`src/rtl/realign_pkg.sv`:
```
package realign_pkg;
  localparam int ILEN = 32;
  localparam int HALF = ILEN / 2;

  typedef enum logic [1:0] {
    ST_IDLE,
    ST_FETCH_FIRST,
    ST_FETCH_SECOND,
    ST_VALID
  } fetchState_t;

  typedef struct packed {
    logic takeJump;     // load jump target, drop everything
    logic latchFirst;   // first word arrived
    logic latchSecond;  // second word of a split instruction arrived
    logic advance;      // decoder took the instruction
    logic secondWord;   // address the following word
  } dpStrobe_t;

  function automatic logic isCompressed(input logic [HALF-1:0] half);
    return half[1:0] != 2'b11;
  endfunction
endpackage

```
`src/rtl/realign_ctrl.sv`:
```
module realign_ctrl
  import realign_pkg::*;
(
  input  logic      clk,
  input  logic      rst,
  input  logic      jumpValid,
  input  logic      memAck,
  input  logic      instAck,
  input  logic      pcUpper,
  input  logic      firstCompressed,
  output logic      memReq,
  output logic      instValid,
  output dpStrobe_t strobe
);
  fetchState_t stateQ, stateD;
  logic        needSecond;

  assign needSecond = pcUpper && !firstCompressed;
  assign memReq     = (stateQ == ST_FETCH_FIRST) || (stateQ == ST_FETCH_SECOND);
  assign instValid  = (stateQ == ST_VALID);

  always_comb begin
    stateD = stateQ;
    strobe = '0;
    strobe.secondWord = (stateQ == ST_FETCH_SECOND);
    if (jumpValid) begin
      strobe.takeJump = 1'b1;
      stateD          = ST_FETCH_FIRST;
    end else begin
      unique case (stateQ)
        ST_IDLE: stateD = ST_FETCH_FIRST;
        ST_FETCH_FIRST: if (memAck) begin
          strobe.latchFirst = 1'b1;
          stateD = needSecond ? ST_FETCH_SECOND : ST_VALID;
        end
        ST_FETCH_SECOND: if (memAck) begin
          strobe.latchSecond = 1'b1;
          stateD = ST_VALID;
        end
        ST_VALID: if (instAck) begin
          strobe.advance = 1'b1;
          stateD = ST_FETCH_FIRST;
        end
        default: stateD = ST_IDLE;
      endcase
    end
  end

  always_ff @(posedge clk) begin
    if (rst) stateQ <= ST_IDLE;
    else     stateQ <= stateD;
  end


  req_held_chk: assert property (@(posedge clk) disable iff (rst)
    memReq && !memAck && !jumpValid |=> memReq);

  valid_held_chk: assert property (@(posedge clk) disable iff (rst)
    instValid && !instAck && !jumpValid |=> instValid);

  jump_refetch_chk: assert property (@(posedge clk) disable iff (rst)
    jumpValid |=> memReq && !instValid);

  no_overlap_chk: assert property (@(posedge clk) disable iff (rst)
    !(memReq && instValid));
endmodule

```
`src/rtl/realign_dp.sv`:
```
module realign_dp
  import realign_pkg::*;
#(
  parameter int          ADDR_W    = 32,
  parameter logic [ADDR_W-1:0] RESET_VEC = '0
) (
  input  logic              clk,
  input  logic              rst,
  input  dpStrobe_t         strobe,
  input  logic [ADDR_W-1:0] jumpPc,
  input  logic [ILEN-1:0]   memData,
  output logic              pcUpper,
  output logic              firstCompressed,
  output logic [ADDR_W-1:0] memAddr,
  output logic [ILEN-1:0]   instWord,
  output logic              instCompressed,
  output logic [ADDR_W-1:0] instPc,
  output logic [ADDR_W-1:0] instNextPc
);
  localparam logic [ADDR_W-1:0] WORD_MASK = ~ADDR_W'(3);
  localparam logic [ADDR_W-1:0] HALF_MASK = ~ADDR_W'(1);
  localparam logic [ADDR_W-1:0] WORD_STEP = ADDR_W'(4);
  localparam logic [ADDR_W-1:0] HALF_STEP = ADDR_W'(2);

  logic [ADDR_W-1:0] pcQ;
  logic [HALF-1:0]   heldQ;
  logic [ILEN-1:0]   wordQ;
  logic              compQ;
  logic [HALF-1:0]   pickedHalf;

  assign pcUpper         = pcQ[1];
  assign pickedHalf      = pcUpper ? memData[ILEN-1:HALF] : memData[HALF-1:0];
  assign firstCompressed = isCompressed(pickedHalf);
  assign memAddr         = (pcQ & WORD_MASK) + (strobe.secondWord ? WORD_STEP : '0);
  assign instWord        = wordQ;
  assign instCompressed  = compQ;
  assign instPc          = pcQ;
  assign instNextPc      = pcQ + (compQ ? HALF_STEP : WORD_STEP);

  always_ff @(posedge clk) begin
    if (rst) begin
      pcQ   <= RESET_VEC & HALF_MASK;
      heldQ <= '0;
      wordQ <= '0;
      compQ <= 1'b0;
    end else if (strobe.takeJump) begin
      pcQ <= jumpPc & HALF_MASK;
    end else if (strobe.latchFirst) begin
      if (firstCompressed) begin
        wordQ <= {{HALF{1'b0}}, pickedHalf};
        compQ <= 1'b1;
      end else if (!pcUpper) begin
        wordQ <= memData;
        compQ <= 1'b0;
      end else begin
        heldQ <= pickedHalf;
        compQ <= 1'b0;
      end
    end else if (strobe.latchSecond) begin
      wordQ <= {memData[HALF-1:0], heldQ};
    end else if (strobe.advance) begin
      pcQ <= instNextPc;
    end
  end


  comp_upper_zero_chk: assert property (@(posedge clk) disable iff (rst)
    strobe.advance && compQ |-> wordQ[ILEN-1:HALF] == '0);

  pc_halfword_chk: assert property (@(posedge clk) disable iff (rst)
    pcQ[0] == 1'b0);
endmodule

```
`src/rtl/halfword_fetch_aligner.sv`:
```
module halfword_fetch_aligner
  import realign_pkg::*;
#(
  parameter int                ADDR_W    = 32,
  parameter logic [ADDR_W-1:0] RESET_VEC = ADDR_W'(32'h0000_0100)
) (
  input  logic              clk,
  input  logic              rst,
  input  logic              jumpValid,
  input  logic [ADDR_W-1:0] jumpPc,
  output logic              memReq,
  output logic [ADDR_W-1:0] memAddr,
  input  logic              memAck,
  input  logic [31:0]       memData,
  output logic              instValid,
  input  logic              instAck,
  output logic [31:0]       instWord,
  output logic              instCompressed,
  output logic [ADDR_W-1:0] instPc,
  output logic [ADDR_W-1:0] instNextPc
);
  dpStrobe_t strobe;
  logic      pcUpper;
  logic      firstCompressed;

  realign_ctrl u_ctrl (
    .clk             (clk),
    .rst             (rst),
    .jumpValid       (jumpValid),
    .memAck          (memAck),
    .instAck         (instAck),
    .pcUpper         (pcUpper),
    .firstCompressed (firstCompressed),
    .memReq          (memReq),
    .instValid       (instValid),
    .strobe          (strobe)
  );

  realign_dp #(.ADDR_W(ADDR_W), .RESET_VEC(RESET_VEC)) u_dp (
    .clk             (clk),
    .rst             (rst),
    .strobe          (strobe),
    .jumpPc          (jumpPc),
    .memData         (memData),
    .pcUpper         (pcUpper),
    .firstCompressed (firstCompressed),
    .memAddr         (memAddr),
    .instWord        (instWord),
    .instCompressed  (instCompressed),
    .instPc          (instPc),
    .instNextPc      (instNextPc)
  );


  addr_stable_chk: assert property (@(posedge clk) disable iff (rst)
    memReq && !memAck && !jumpValid |=> $stable(memAddr));

  addr_aligned_chk: assert property (@(posedge clk) disable iff (rst)
    memReq |-> memAddr[1:0] == 2'b00);

  word_stable_chk: assert property (@(posedge clk) disable iff (rst)
    instValid && !instAck && !jumpValid |=> $stable(instWord) && $stable(instPc));

  comp_flag_chk: assert property (@(posedge clk) disable iff (rst)
    instValid |-> instCompressed == (instWord[1:0] != 2'b11));

  jump_target_chk: assert property (@(posedge clk) disable iff (rst)
    jumpValid |=> memAddr == ($past(jumpPc) & ~ADDR_W'(3)));
endmodule

```
`config.mk`:
```
export PLATFORM = sky130hd
export DESIGN_NAME = halfword_fetch_aligner
export DESIGN_NICKNAME = d
export VERILOG_FILES = /design/src/rtl/realign_pkg.sv /design/src/rtl/realign_ctrl.sv /design/src/rtl/realign_dp.sv /design/src/rtl/halfword_fetch_aligner.sv
export SDC_FILE = /design/constraint.sdc
export NUM_CORES = 1
export LEC_CHECK = 0
export BUFFER_PORTS_ARGS = -buffer_cell sky130_fd_sc_hd__buf_2
export CORE_MARGIN = 2
export CORE_UTILIZATION = 54
export CTS_CLUSTER_SIZE = 14
export DETAILED_ROUTE_END_ITERATION = 10
export HOLD_SLACK_MARGIN = 0.05
export PLACE_DENSITY_LB_ADDON = 0.3
export SETUP_SLACK_MARGIN = 0.3
export SYNTH_ARGS = -nofsm -noshare
export SYNTH_HDL_FRONTEND = slang
export SYNTH_SLANG_ARGS = --single-unit
```
`constraint.sdc`:
```
create_clock -name clk -period 5.45 [get_ports clk]
set_clock_uncertainty 0.05 [all_clocks]
set_input_delay 1.09 -clock clk [delete_from_list [all_inputs] [get_ports clk]]
set_output_delay 1.09 -clock clk [all_outputs]
set_load 0.05 [all_outputs]
```
==> results.txt <==
- Initial antenna violation count: 1
- Global placer's final weighted congestion: 0.889
- Total number of nets in the final design: 919
- 0 antenna diodes ended up in the layout.
- Area inside the core boundary: 0.00968 mm²
- In this design, the critical path's most frequently occurring cell is ha_1.
* Result of the run: complete, no violations
- Hold-fix buffers at CTS: 0
* Count of antenna-violating nets left after detailed routing: 0
* Average instance area after synthesis: 7.66 µm²
* Share of power burned in the clock network: 28.9%
- Switching Fraction: 41.2%
* Cell types occupying the most area after synthesis: dfxtp_1 (31%), xnor2_1 (7.4%), nand2_1 (5.6%)
* Grt total ovfl: 0
- For this run, design rule violations remaining after detail routing come to 0.
- Largest net degree at the start of global routing: 50
- Input and output buffers added on the ports amount to 194.
* Clock tree from TritonCTS: yes
- Sort of element at the start of the critical path: flop
- The min-delay analysis places its worst path in the category reg -> reg.
- Fraction of layout instances using a drive strength above 1: 27.3%
- Post-detailed-routing wire length: 16400 µm
- Post-detailed-route via-to-cell ratio: 6.02
- Clock tree synthesis found a total of 82 sinks.
- Share of synthesized flip-flops with an asynchronous set or reset: 0%
- Gate count of the mapped netlist: 700
- Final routed wire length divided by cell count: 16.7 µm
* Total die area: 0.0107 mm²
- Number of primary I/O pins: 200
- Sequential share of the synthesized area: 30.6%
- Comb pwr share: 30.1%
* CP cell instances: inv_1, ha_1, ha_1, ha_1, nand3_1, nor3_2, nand3_1, xnor2_1, buf_2
* End-of-flow core utilization: 66.6%
* Worst Setup Slack post-DPL: 1700 ps
- The worst path needs 4200 ps of the cycle, external delays included.
* Ys Warns: 0
* DR iter-0 viols: 459
- Synth top area share: 30.6%
* Cell at the root of the clock tree: clkbuf_8
- The number of pins exceeding their max-slew limit in the final report came to 0.
- Summed over all nets, the switching power comes to 685 µW.
* Leakage: 2.64 nW
- The worst setup path is captured at an output port.
* Cell taking the most area after synthesis: dfxtp_1
* Origin of the critical flop-to-flop path: u_ctrl.stateQ[0]
* Achievable clock frequency: 238 MHz
* Number of synthesized register bits: 82
- Setup violations remaining at the end of the flow were counted as 0.
- Cell type of the slowest stage on the worst timing path: nor3_2
- Data arrival, critical path: 3060 ps
- Yosys cell types: 60
- Number of iterations in the first detailed-routing pass: 5
* Number of instances resized during post-cts repair: 0
* Synthesized area: 0.00536 mm²
* TritonCTS buffer count: 9
- The synthesized design contains 0 enable-type register cells.
- From left edge to right edge, the die measures 104 µm.
* Worst Setup Slack, final: 1250 ps
- The clock tree synthesis step divided the H-tree into 3 levels.
- In this run the tightest slew margin relative to its limit is 27.1%.
- Clock transition at the registers of the reported paths: 90 ps
* Max Cap Violations: 0
* Global Route Usage Sum: 29.9%
- Summed over all failing endpoints, the final setup total negative slack is 0 ps.
- Peak ir drop on the vdd network: 0.167 mV
* Endpoints failing hold: 0
- In this run the most critical hold path is launched from u_dp.heldQ[13].
- Transition time of the tightest slew-check pin: 1090 ps
- Hold slack: 411 ps
* Synthesis-to-layout area growth: 20.3%
* Pwr per Cell Area: 258 mW/mm²
* Post-route clock period utilization: 77.0%
- Fraction of power consumed by sequential logic: 41.0%
- Startpoint-to-endpoint class of the critical path: reg -> out
* Prevailing post-synth register cell: dfxtp_1
- Delay of the slowest cell on the worst path: 700 ps
- The number of global-route vias before repair came to 5409.
* Clk buf depth: 2
- Post-CTS setup buffer count: 0
- Die extent in y: 104 µm
* Largest fanout on the critical path: 9
* Internal: 980 µW
- Final HPWL DP: 11800 µm
- At the worst endpoint, the required time is 4310 ps.
* Row cnt: 36
* Unrepaired setup endpoints after global routing: false
- Vias after detailed routing: 5899
- The most critical setup path has its startpoint at u_ctrl.stateQ[0].
* Initial core utilization: 55.3%
- The first global-routing pass estimated 26900 µm of wire.
* Worst-skew pair later-pin latency: 370 ps
==> cell type report <==
| class | count | area (µm²) |
|---|---|---|
| multi-input cells | 531 | 3340 |
| well taps | 133 | 166 |
| flip-flops and latches | 82 | 1640 |
| repair buffers | 201 | 1020 |
| clock inverters | 7 | 83.8 |
| inverters | 17 | 63.8 |
| fillers | 867 | 3240 |
| clock buffers | 9 | 124 |
==> synthesized netlist by cell type, types with 6 or more instances <==
master / instances
nand3b_1: 9
nand3_1: 25
a221oi_1: 20
nor2_1: 77
nor3_1: 34
inv_1: 17
and3_1: 6
mux2i_1: 15
a211oi_1: 9
and4_1: 9
buf_4: 8
clkbuf_1: 45
a311oi_1: 12
nor4_1: 11
nand2_1: 80
xnor2_1: 45
ha_1: 7
dfxtp_1: 82
or4_1: 6
or3_1: 8
nand4_1: 26
a211o_1: 15
buf_2: 14
o21ai_0: 6
xor2_1: 18
a21oi_1: 39
==> stage by stage <==
stage / total power, mW / instances / instance area (µm²)
finish: 1.67 / 980 / 6450
global route: 1.73 / 980 / 6450
CTS: 1.67 / 980 / 6450
detailed placement: 1.19 / 964 / 6240
global placement: 1.18 / 964 / 6240
floorplan: 1.07 / 703 / 5370
==> power groups by stage <==
| stage | clock network (mW) | registers (mW) | logic [mW] |
|---|---|---|---|
| after floorplan | 0 | 0.753 | 0.322 |
| after global placement | 0 | 0.692 | 0.492 |
| after detailed placement | 0 | 0.695 | 0.500 |
| after CTS | 0.483 | 0.681 | 0.501 |
| after global routing | 0.513 | 0.687 | 0.530 |
| final | 0.481 | 0.682 | 0.502 |
==> critical path, delay by kind of cell (launching register included) <==
kind                     cells  cell delay (ps)
adder cells (fa/ha/maj)      3              660
buffers and inverters        2              350
XOR/XNOR                     1              190
flip-flops                   1              350
AND/OR/NAND/NOR              3             1130
==> logic make-up (layout without fill, tap and decap cells) <==
group | after synthesis | after routing | synth area share [%]
buffers and inverters | 90 | 234 | 7.47
AND/OR/NAND/NOR | 313 | 313 | 29.6
XOR/XNOR | 63 | 63 | 10.3
adder cells (fa/ha/maj) | 8 | 8 | 2.01
flip-flops | 82 | 82 | 30.6
other | 1 | 4 | 0.0700
AO/OA/AOI/OAI | 128 | 128 | 17.1
multiplexers | 15 | 15 | 2.80
==> path summary, 6_finish.rpt <==
kind / endpoint / slack [ps] / cells past startpoint
setup / recovery: memAddr[26] / 1250 / 9
hold / removal: u_dp.heldQ[13] / 410 / 2
setup reg to reg: u_dp.heldQ[7] / 2590 / 5
hold reg to reg: u_dp.heldQ[13] / 410 / 2
==> cells in the final DEF, fill, tap and decap left out, drive strengths merged, types with 5 or more instances in the layout <==
| cell | count |
|---|---|
| a2111oi | 5 |
| a211o | 15 |
| a211oi | 9 |
| a21oi | 39 |
| a221oi | 20 |
| a311oi | 12 |
| and3 | 6 |
| and4 | 9 |
| buf | 201 |
| clkbuf | 9 |
| dfxtp | 82 |
| ha | 7 |
| inv | 21 |
| mux2i | 15 |
| nand2 | 81 |
| nand3 | 26 |
| nand3b | 9 |
| nand4 | 26 |
| nor2 | 77 |
| nor3 | 35 |
| nor4 | 13 |
| o21ai | 6 |
| o31ai | 5 |
| or3 | 8 |
| or4 | 7 |
| xnor2 | 45 |
| xor2 | 18 |
==> layer usage <==
metal | part of all wire, % | GRT usage (%) | routed length, µm
met5 | 0.079 | 0 | 13
met1 | 39 | 37.2 | 6410
met2 | 49 | 51.8 | 8040
met4 | 1.7 | 9.65 | 271
met3 | 10 | 6.17 | 1630
==> registers in the layout, indices dropped and copies added (netlist names) <==
signal / cells
u_dp.instWord: 32
u_dp.instPc: 31
u_dp.heldQ: 16
u_ctrl.stateQ: 2
u_dp.instCompressed: 1
(Power assumes the default switching activity.)
